===== src/rtl/adt_pkg.sv =====
package adt_pkg;

  // Commands from control to datapath
  typedef struct packed {
    logic restart;  // new frame: reset bit count
    logic abort;    // leave communication: park the counter
  } adt_cmd_t;

  // Byte-progress strobes from datapath to control
  typedef struct packed {
    logic lsbEdge;  // eighth SCL rise of the first byte
    logic addrEq;   // collected address equals local address
    logic dirBit;   // direction bit value for the current mode
    logic atNinth;  // ninth rise of the first byte has passed
    logic armed;    // ninth fall has passed, driver may turn on
  } adt_stat_t;

endpackage


===== src/rtl/adt_datapath.sv =====
module adt_datapath
  import adt_pkg::*;
#(
  parameter int ADDR_W = 7
) (
  input  logic              clk,
  input  logic              rstN,
  input  adt_cmd_t          cmd,
  input  logic              sclRise,
  input  logic              sclFall,
  input  logic              sdaIn,
  input  logic              txBit,
  input  logic              isMaster,
  input  logic [ADDR_W-1:0] localAddr,
  output adt_stat_t         stat
);

  localparam int LSB_IDX = ADDR_W;      // rises seen before the direction bit
  localparam int ACK_IDX = ADDR_W + 2;  // rises in the whole first byte incl. ack
  localparam int CNT_W   = $clog2(ACK_IDX + 1);
  localparam logic [CNT_W-1:0] CNT_LSB  = CNT_W'(LSB_IDX);
  localparam logic [CNT_W-1:0] CNT_DONE = CNT_W'(ACK_IDX);

  logic [CNT_W-1:0]  bitCnt;
  logic [ADDR_W-1:0] addrShift;
  logic              inFrame;
  logic              armed;

  always_ff @(posedge clk) begin
    if (!rstN) begin
      bitCnt  <= CNT_DONE;
      inFrame <= 1'b0;
      armed   <= 1'b0;
    end else if (cmd.abort) begin
      bitCnt  <= CNT_DONE;
      inFrame <= 1'b0;
      armed   <= 1'b0;
    end else if (cmd.restart) begin
      bitCnt  <= '0;
      inFrame <= 1'b1;
      armed   <= 1'b0;
    end else begin
      if (sclRise && bitCnt < CNT_DONE) bitCnt <= bitCnt + 1'b1;
      if (inFrame && sclFall && bitCnt == CNT_DONE) armed <= 1'b1;
    end
  end

  always_ff @(posedge clk) begin
    if (!rstN) begin
      addrShift <= '0;
    end else if (sclRise && bitCnt < CNT_LSB) begin
      addrShift <= {addrShift[ADDR_W-2:0], sdaIn};
    end
  end

  always_comb begin
    stat.lsbEdge = sclRise && bitCnt == CNT_LSB && inFrame && !cmd.abort && !cmd.restart;
    stat.addrEq  = (addrShift == localAddr);
    stat.dirBit  = isMaster ? txBit : sdaIn;
    stat.atNinth = inFrame && bitCnt == CNT_DONE;
    stat.armed   = armed;
  end

  AST_CNT_BOUND: assert property (@(posedge clk) disable iff (!rstN)
    bitCnt <= CNT_DONE);
  AST_RESTART_ZERO: assert property (@(posedge clk) disable iff (!rstN)
    (cmd.restart && !cmd.abort) |=> bitCnt == '0);
  AST_ARM_ON_FALL: assert property (@(posedge clk) disable iff (!rstN)
    $rose(armed) |-> $past(sclFall));

endmodule


===== src/rtl/adt_control.sv =====
module adt_control
  import adt_pkg::*;
(
  input  logic      clk,
  input  logic      rstN,
  input  logic      enable,
  input  logic      startDet,
  input  logic      stopDet,
  input  logic      sclRise,
  input  logic      relStrobe,
  input  logic      waitCancel,
  input  logic      arbLost,
  input  adt_stat_t stat,
  output adt_cmd_t  cmd,
  output logic      addrMatch,
  output logic      txFlag,
  output logic      sdaOe
);

  logic enablePrev;
  logic enableFall;
  logic clrMatch;
  logic clrTx;

  always_ff @(posedge clk) begin
    if (!rstN) enablePrev <= 1'b0;
    else       enablePrev <= enable;
  end

  always_comb begin
    enableFall  = enablePrev && !enable;
    cmd.abort   = !enable || stopDet || relStrobe;
    cmd.restart = startDet;
    clrMatch    = startDet || stopDet || relStrobe || enableFall;
    clrTx       = clrMatch || arbLost || (waitCancel && stat.atNinth);
  end

  // Clear events take priority over the eighth-rise set
  always_ff @(posedge clk) begin
    if (!rstN) begin
      addrMatch <= 1'b0;
      txFlag    <= 1'b0;
    end else begin
      if (clrMatch)                         addrMatch <= 1'b0;
      else if (stat.lsbEdge && stat.addrEq) addrMatch <= 1'b1;

      if (clrTx)             txFlag <= 1'b0;
      else if (stat.lsbEdge) txFlag <= stat.dirBit;
    end
  end

  assign sdaOe = txFlag && stat.armed;

  AST_STOP_CLEARS: assert property (@(posedge clk) disable iff (!rstN)
    stopDet |=> (!addrMatch && !txFlag));
  AST_ARB_CLEARS: assert property (@(posedge clk) disable iff (!rstN)
    arbLost |=> !txFlag);
  AST_MATCH_AT_EDGE: assert property (@(posedge clk) disable iff (!rstN)
    $rose(addrMatch) |-> $past(sclRise));
  AST_DISABLE_DRIVER: assert property (@(posedge clk) disable iff (!rstN)
    $fell(enable) |=> !sdaOe);
  AST_DISABLED_QUIET: assert property (@(posedge clk) disable iff (!rstN)
    !enable |=> (!addrMatch && !txFlag));

endmodule


===== src/rtl/i2c_addr_dir_tracker.sv =====
module i2c_addr_dir_tracker
  import adt_pkg::*;
#(
  parameter int ADDR_W = 7
) (
  input  logic              clk,
  input  logic              rstN,
  input  logic              enable,
  input  logic              isMaster,
  input  logic              startDet,
  input  logic              stopDet,
  input  logic              sclRise,
  input  logic              sclFall,
  input  logic              sdaIn,
  input  logic              txBit,
  input  logic [ADDR_W-1:0] localAddr,
  input  logic              relStrobe,
  input  logic              waitCancel,
  input  logic              arbLost,
  output logic              addrMatch,
  output logic              txFlag,
  output logic              sdaOe
);

  adt_cmd_t  cmd;
  adt_stat_t stat;

  adt_datapath #(.ADDR_W(ADDR_W)) u_datapath (
    .clk(clk), .rstN(rstN), .cmd(cmd), .sclRise(sclRise), .sclFall(sclFall),
    .sdaIn(sdaIn), .txBit(txBit), .isMaster(isMaster), .localAddr(localAddr),
    .stat(stat)
  );

  adt_control u_control (
    .clk(clk), .rstN(rstN), .enable(enable), .startDet(startDet),
    .stopDet(stopDet), .sclRise(sclRise), .relStrobe(relStrobe),
    .waitCancel(waitCancel), .arbLost(arbLost), .stat(stat), .cmd(cmd),
    .addrMatch(addrMatch), .txFlag(txFlag), .sdaOe(sdaOe)
  );

endmodule


===== config.mk =====
export PLATFORM = sky130hd
export DESIGN_NAME = i2c_addr_dir_tracker
export DESIGN_NICKNAME = d
export VERILOG_FILES = /design/src/rtl/adt_pkg.sv /design/src/rtl/adt_datapath.sv /design/src/rtl/adt_control.sv /design/src/rtl/i2c_addr_dir_tracker.sv
export SDC_FILE = /design/constraint.sdc
export NUM_CORES = 1
export LEC_CHECK = 0
export CORE_ASPECT_RATIO = 1.5
export CORE_MARGIN = 2
export CORE_UTILIZATION = 40
export CTS_CLUSTER_DIAMETER = 150
export DETAILED_ROUTE_END_ITERATION = 6
export HOLD_SLACK_MARGIN = 0.02
export PLACE_DENSITY = 0.68
export RECOVER_POWER = 50
export SKIP_CTS_REPAIR_TIMING = 1
export SLEW_MARGIN = 25
export SYNTH_ARGS = -nofsm -noshare
export SYNTH_HDL_FRONTEND = slang
export SYNTH_SLANG_ARGS = --single-unit
export TNS_END_PERCENT = 20

===== constraint.sdc =====
create_clock -name clk -period 4.2 [get_ports clk]
set_clock_uncertainty 0.05 [all_clocks]
set_input_delay 0.84 -clock clk [delete_from_list [all_inputs] [get_ports clk]]
set_output_delay 0.84 -clock clk [all_outputs]
set_load 0.02 [all_outputs]

==> results of run 1 <==
[through the flow]
stage / total power, mW / setup WS, ps
final: 0.283 / 1660
after CTS: 0.288 / 1930
after floorplan: 0.166 / 2240
after detailed placement: 0.188 / 1650
after global routing: 0.295 / 1560
after global placement: 0.188 / 1700
[state kept, by name (all words and copies together), names as in the netlist]
signal	cells
u_control.addrMatch	1
u_control.enablePrev	1
u_control.txFlag	1
u_datapath.addrShift	7
u_datapath.armed	1
u_datapath.bitCnt	4
u_datapath.inFrame	1
[worst max-delay path: stages]
cell and delay [ps]:
clkdlybuf4s50_1 460, or3_4 410, nor4_1 460, mux2i_1 170, a2111oi_2 340
[cells by family after synthesis]
kind of cell,after synthesis,share of synthesized area
multiplexers,10,0.127
AO/OA/AOI/OAI,10,0.0876
adder cells (fa/ha/maj),3,0.0470
flip-flops,16,0.401
XOR/XNOR,8,0.0876
AND/OR/NAND/NOR,27,0.230
buffers and inverters,4,0.0203
[power by group through the flow]
stage	Combinational [mW]	Sequential, mW	Clock [mW]
6_report	0.0302	0.153	0.0991
2_1_floorplan	0.00946	0.157	0
4_1_cts	0.0315	0.153	0.103
3_3_place_gp	0.0312	0.157	0
5_1_grt	0.0333	0.154	0.108
3_5_place_dp	0.0313	0.157	0
[how the worst max path moves through the flow]
| stage | start | endpoint | slack, ps | cells past startpoint |
|---|---|---|---|---|
| 4_1_cts | u_control.txFlag | sdaOe | 1930 | 2 |
| 3_5_place_dp | startDet | u_control.txFlag | 1650 | 5 |
| 6_report | startDet | u_control.txFlag | 1660 | 5 |
| 2_1_floorplan | startDet | u_control.txFlag | 2240 | 4 |
| 5_1_grt | startDet | u_control.txFlag | 1560 | 5 |
| 3_3_place_gp | startDet | u_control.txFlag | 1700 | 5 |
[area by class of cell]
type | instances | area (um^2) | share of cell area
timing repair buffer | 22 | 220 | 0.207
multi-input combinational | 58 | 448 | 0.422
inverter | 3 | 11.3 | 0.0106
tap | 21 | 26.3 | 0.0247
clock buffer | 4 | 36.3 | 0.0342
sequential | 16 | 320 | 0.302
[routing by layer]
metal  part of all wire  up-vias
li1                   -      318
met1               0.39      267
met2               0.54       12
met3              0.054        2
met4              0.013        0
met5                  0        -
[placed cells by master, fill, tap and decap left out, types with 2 or more instances in the layout]
cell / instances
nor4_1: 2
nand2b_1: 4
o21ai_0: 3
inv_1: 3
nor2b_1: 7
nor2_1: 4
dfxtp_1: 16
mux2i_1: 9
clkdlybuf4s50_1: 20
clkbuf_4: 3
nor3_1: 2
xor2_1: 7
a21oi_1: 2
dlygate4sd3_1: 2
ha_1: 3
==> qor.csv, run 1 <==
metric,value,unit
run status,"complete, no violations",
Setup-failing EPs final,0,
slew at the pin with the worst max-slew slack,584,ps
Worst EP arrival,2680,ps
final instance area,1060,um^2
share of flip-flops with an asynchronous set or reset,0,
number of H-tree levels,1,
Max Slew Vio Count,0,
starting density of the core,0.431,
post-detailed-placement half-perimeter wirelength,1220,um
final net count,127,
met1 usage in global routing,0.152,
GR Util met2,0.249,
antenna diode count,0,
cell types occupying the most area after synthesis,"dfxtp_1 40%, mux2i_1 11%, xor2_1 7.7%",
worst supply voltage drop on vdd,0.206,mV
number of synthesized register bits,16,
Final Hold Slack,422,ps
vias in the first global route,578,
power density over the cells,266,nW/um^2
number of enable flip-flop cells after synthesis,0,
Gate Count Post-Synth,78,
number of sinks driven by the clock tree,16,
Static Leakage,0.449,nW
met3 layer usage reported by global route,0.0302,
dominant cell type by area after synthesis,dfxtp_1,
"Cell Count, Final, Fillers Out",124,
Critical R2R Launch,u_datapath.bitCnt[0],
wire length of the first global-routing pass,2370,um
weighted congestion reported at the end of routability-driven placement,0.703,
Internal Power,0.227,mW
primary flip-flop cell chosen by synthesis mapping,dfxtp_1,
total via count in the routed design,599,
overall routed net length,1470,um
filler instances,170,
class of the most critical hold timing path,reg2reg,
number of max-capacitance violations reported,0,
share of total power in the clock network,0.350,
top cell type's share of synthesized area,0.401,
pin count of the biggest net entering global routing,10,
mapped cell area,800,um^2
Port Buffer Count,22,
largest buffer count on any clock path,2,
start point of the worst min-delay path,u_datapath.armed,
gr usage total,0.143,
net count of the mapped netlist,101,
combinational power share,0.107,
startpoint-to-endpoint class of the critical path,in2reg,
clock tree root driver cell,clkbuf_4,
antenna violation net count after detailed routing,0,
f_max,0.393,GHz
number of clock buffers inserted by TritonCTS,3,
Critical Path Sink Type,register,
router iterations before antenna repair,2,
global-route layer with the greatest usage,met2,
most used standard cell by instance count after synthesis,dfxtp_1,
hold path cells,2,
critical path launch point type,input pin,
die width,40.5,um
count of endpoints failing hold in the final timing report,0,
fraction of power spent switching nets,0.199,
number of DRC markers after the initial detailed-route iteration,2,
Post-Route Setup TNS,0,ps
unrepaired setup endpoints after global routing,false,
initial antenna violation count,0,
Tcrit/Tclk final,0.606,
FF-to-FF setup slack,2260,ps
via-per-instance ratio,4.83,
worst relative slew slack,0.607,
Floorplan Core Area,1850,um^2
part of the total power dissipated in sequential elements,0.543,
Post-Place Cells,120,
die footprint,2380,um^2
clock transition time at the flip-flop clock pins of the worst setup and hold paths,90,ps
number of core rows,19,
Synth-to-Final Area Change,32.9,%
sequential share of the synthesized area,0.401,
total of warnings raised by yosys,0,
overall overflow remaining after global route,0,
worst path required time,4330,ps
utilization of the core after routing,0.573,
Hold Crit Endpoint,u_datapath.armed,
Chip Height,58.8,um
worst skew pair latency,280,ps
biggest fanout along the worst timing path,5,
Avg WL per Cell,11.9,um
share of layout cells above drive strength 1,0.0874,
Avg Inst Size Synth,10.3,um^2
clock tree from TritonCTS,done,
R2R Path End,u_control.txFlag,
count of unresolved DRC violations after routing,0,
NetSw,0.0562,mW
commonest cells in the netlist,"16 x dfxtp_1, 9 x mux2i_1, 7 x nor2b_1, 7 x xor2_1",
number of different library cells in the post-synthesis netlist,28,
time the worst path needs with I/O delays and setup,2540,ps
post-placement cell area,1040,um^2
Ports,23,
depth of the worst register-to-register path,5,
No activity file was read; power rests on OpenSTA's default activity.
==> run 2, diff against run 1 <==
==> constraint.sdc (replaced) <==
create_clock -name clk -period 2.5 [get_ports clk]
set_clock_uncertainty 0.05 [all_clocks]
set_input_delay 0.5 -clock clk [delete_from_list [all_inputs] [get_ports clk]]
set_output_delay 0.5 -clock clk [all_outputs]
set_load 0.02 [all_outputs]
==> qor.csv, run 2 (synthesis gave the netlist of run 1 again) <==
metric,value,unit
"leading cell type in the layout, fill and taps excluded",clkdlybuf4s50_1,
Post-Place Cells,120,
"Cell Count, Final, Fillers Out",124,
router iterations before antenna repair,3,
critical path launch point type,register,
die footprint,2380,um^2
register ranked first by flip-flop count,u_datapath.addrShift,
startpoint-to-endpoint class of the critical path,reg2out,
largest buffer count on any clock path,2,
slew at the pin with the worst max-slew slack,451,ps
Static Leakage,0.463,nW
count of unresolved DRC violations after routing,0,
Sequential Area,320,um^2
Post-Route Setup TNS,0,ps
via-per-instance ratio,4.77,
number of H-tree levels,1,
Worst EP arrival,1370,ps
pin count of the biggest net entering global routing,10,
overall overflow remaining after global route,0,
number of core rows,19,
clock transition time at the flip-flop clock pins of the worst setup and hold paths,90,ps
clock tree from TritonCTS,done,
time the worst path needs with I/O delays and setup,1920,ps
Critical Path Sink Type,output port,
Synth-to-Final Area Change,34.7,%
number of max-capacitance violations reported,0,
Crit path largest cell delay,600,ps
Tcrit/Tclk final,0.767,
multi-input combinational cell area,463,um^2
initial antenna violation count,0,
met1 usage in global routing,0.147,
worst skew pair latency,280,ps
number of clock buffers inserted by TritonCTS,3,
number of DRC markers after the initial detailed-route iteration,2,
final net count,127,
most used cells in the layout excluding fill and tap cells,"20 x clkdlybuf4s50_1, 16 x dfxtp_1, 9 x mux2i_1",
f_max,0.522,GHz
wire length of the first global-routing pass,2330,um
met3 layer usage reported by global route,0.0302,
Port Buffer Count,22,
weighted congestion reported at the end of routability-driven placement,0.703,
unrepaired setup endpoints after global routing,false,
Ports,23,
series of cell instances along the critical path,and2_1 -> clkdlybuf4s50_1,
GR Util met2,0.249,
filler instances,171,
gr usage total,0.142,
Floorplan Core Area,1850,um^2
class of the most critical hold timing path,reg2reg,
Avg WL per Cell,11.6,um
number of sinks driven by the clock tree,16,
total via count in the routed design,591,
CP max stage cell,clkdlybuf4s50_1,
global-route layer with the greatest usage,met2,
worst relative slew slack,0.699,
vias in the first global route,565,
power density over the cells,441,nW/um^2
run status,"complete, no violations",
Chip Height,58.8,um
count of endpoints failing hold in the final timing report,0,
starting density of the core,0.431,
top flop regs,"u_datapath.addrShift (7), u_datapath.bitCnt (4)",
number of flip-flops in the largest register,7,
post-detailed-placement half-perimeter wirelength,1220,um
worst supply voltage drop on vdd,0.350,mV
share of layout cells above drive strength 1,0.0971,
worst path required time,1950,ps
clock tree root driver cell,clkbuf_4,
biggest fanout along the worst timing path,3,
Setup-failing EPs final,0,
overall routed net length,1440,um
die width,40.5,um
Max Slew Vio Count,0,
antenna diode count,0,
antenna violation net count after detailed routing,0,
run 2: worst paths after layout:
| path | startpoint | endpoint | slack, ps | cells after the start |
|---|---|---|---|---|
| max | u_control.txFlag | sdaOe | 580 | 2 |
| min | u_datapath.armed | u_datapath.armed | 420 | 2 |
| max reg2reg | u_datapath.bitCnt[0] | u_control.txFlag | 840 | 5 |
| min reg2reg | u_datapath.armed | u_datapath.armed | 420 | 2 |
run 2: layout make-up:
class / instances / share of cell area
multi-input cells: 58 / 0.430
flip-flops and latches: 16 / 0.297
well taps: 21 / 0.0244
repair buffers: 22 / 0.204
clock buffers: 4 / 0.0337
inverters: 3 / 0.0105
run 2: metal layers:
layer	share of wire	routed length, um
met3	0.055	80
met5	0	0
met1	0.38	548
met2	0.55	796
met4	0.013	19
run 2: report_power, final:
part           leakage, nW  internal [mW]  switching [mW]
logic                0.313         0.0357          0.0155
clock network       0.0210         0.0885          0.0781
registers            0.129          0.257         0.00126
total                0.463          0.381          0.0948
run 2: metrics by stage:
stage	power, mW	cell area, um^2	util	setup slack (ps)	hold slack (ps)
3_5_place_dp	0.316	1040	0.561	292	406
3_3_place_gp	0.316	1040	0.561	344	408
5_1_grt	0.496	1080	0.581	439	474
6_report	0.476	1080	0.581	583	420
2_1_floorplan	0.279	800	-	882	379
4_1_cts	0.484	1080	0.581	561	431
run 2: critical path, delay by kind of cell (launching register included):
family / cells / cell delay, ps
buf+inv: 1 / 600
simple gates: 1 / 140
flops: 1 / 360
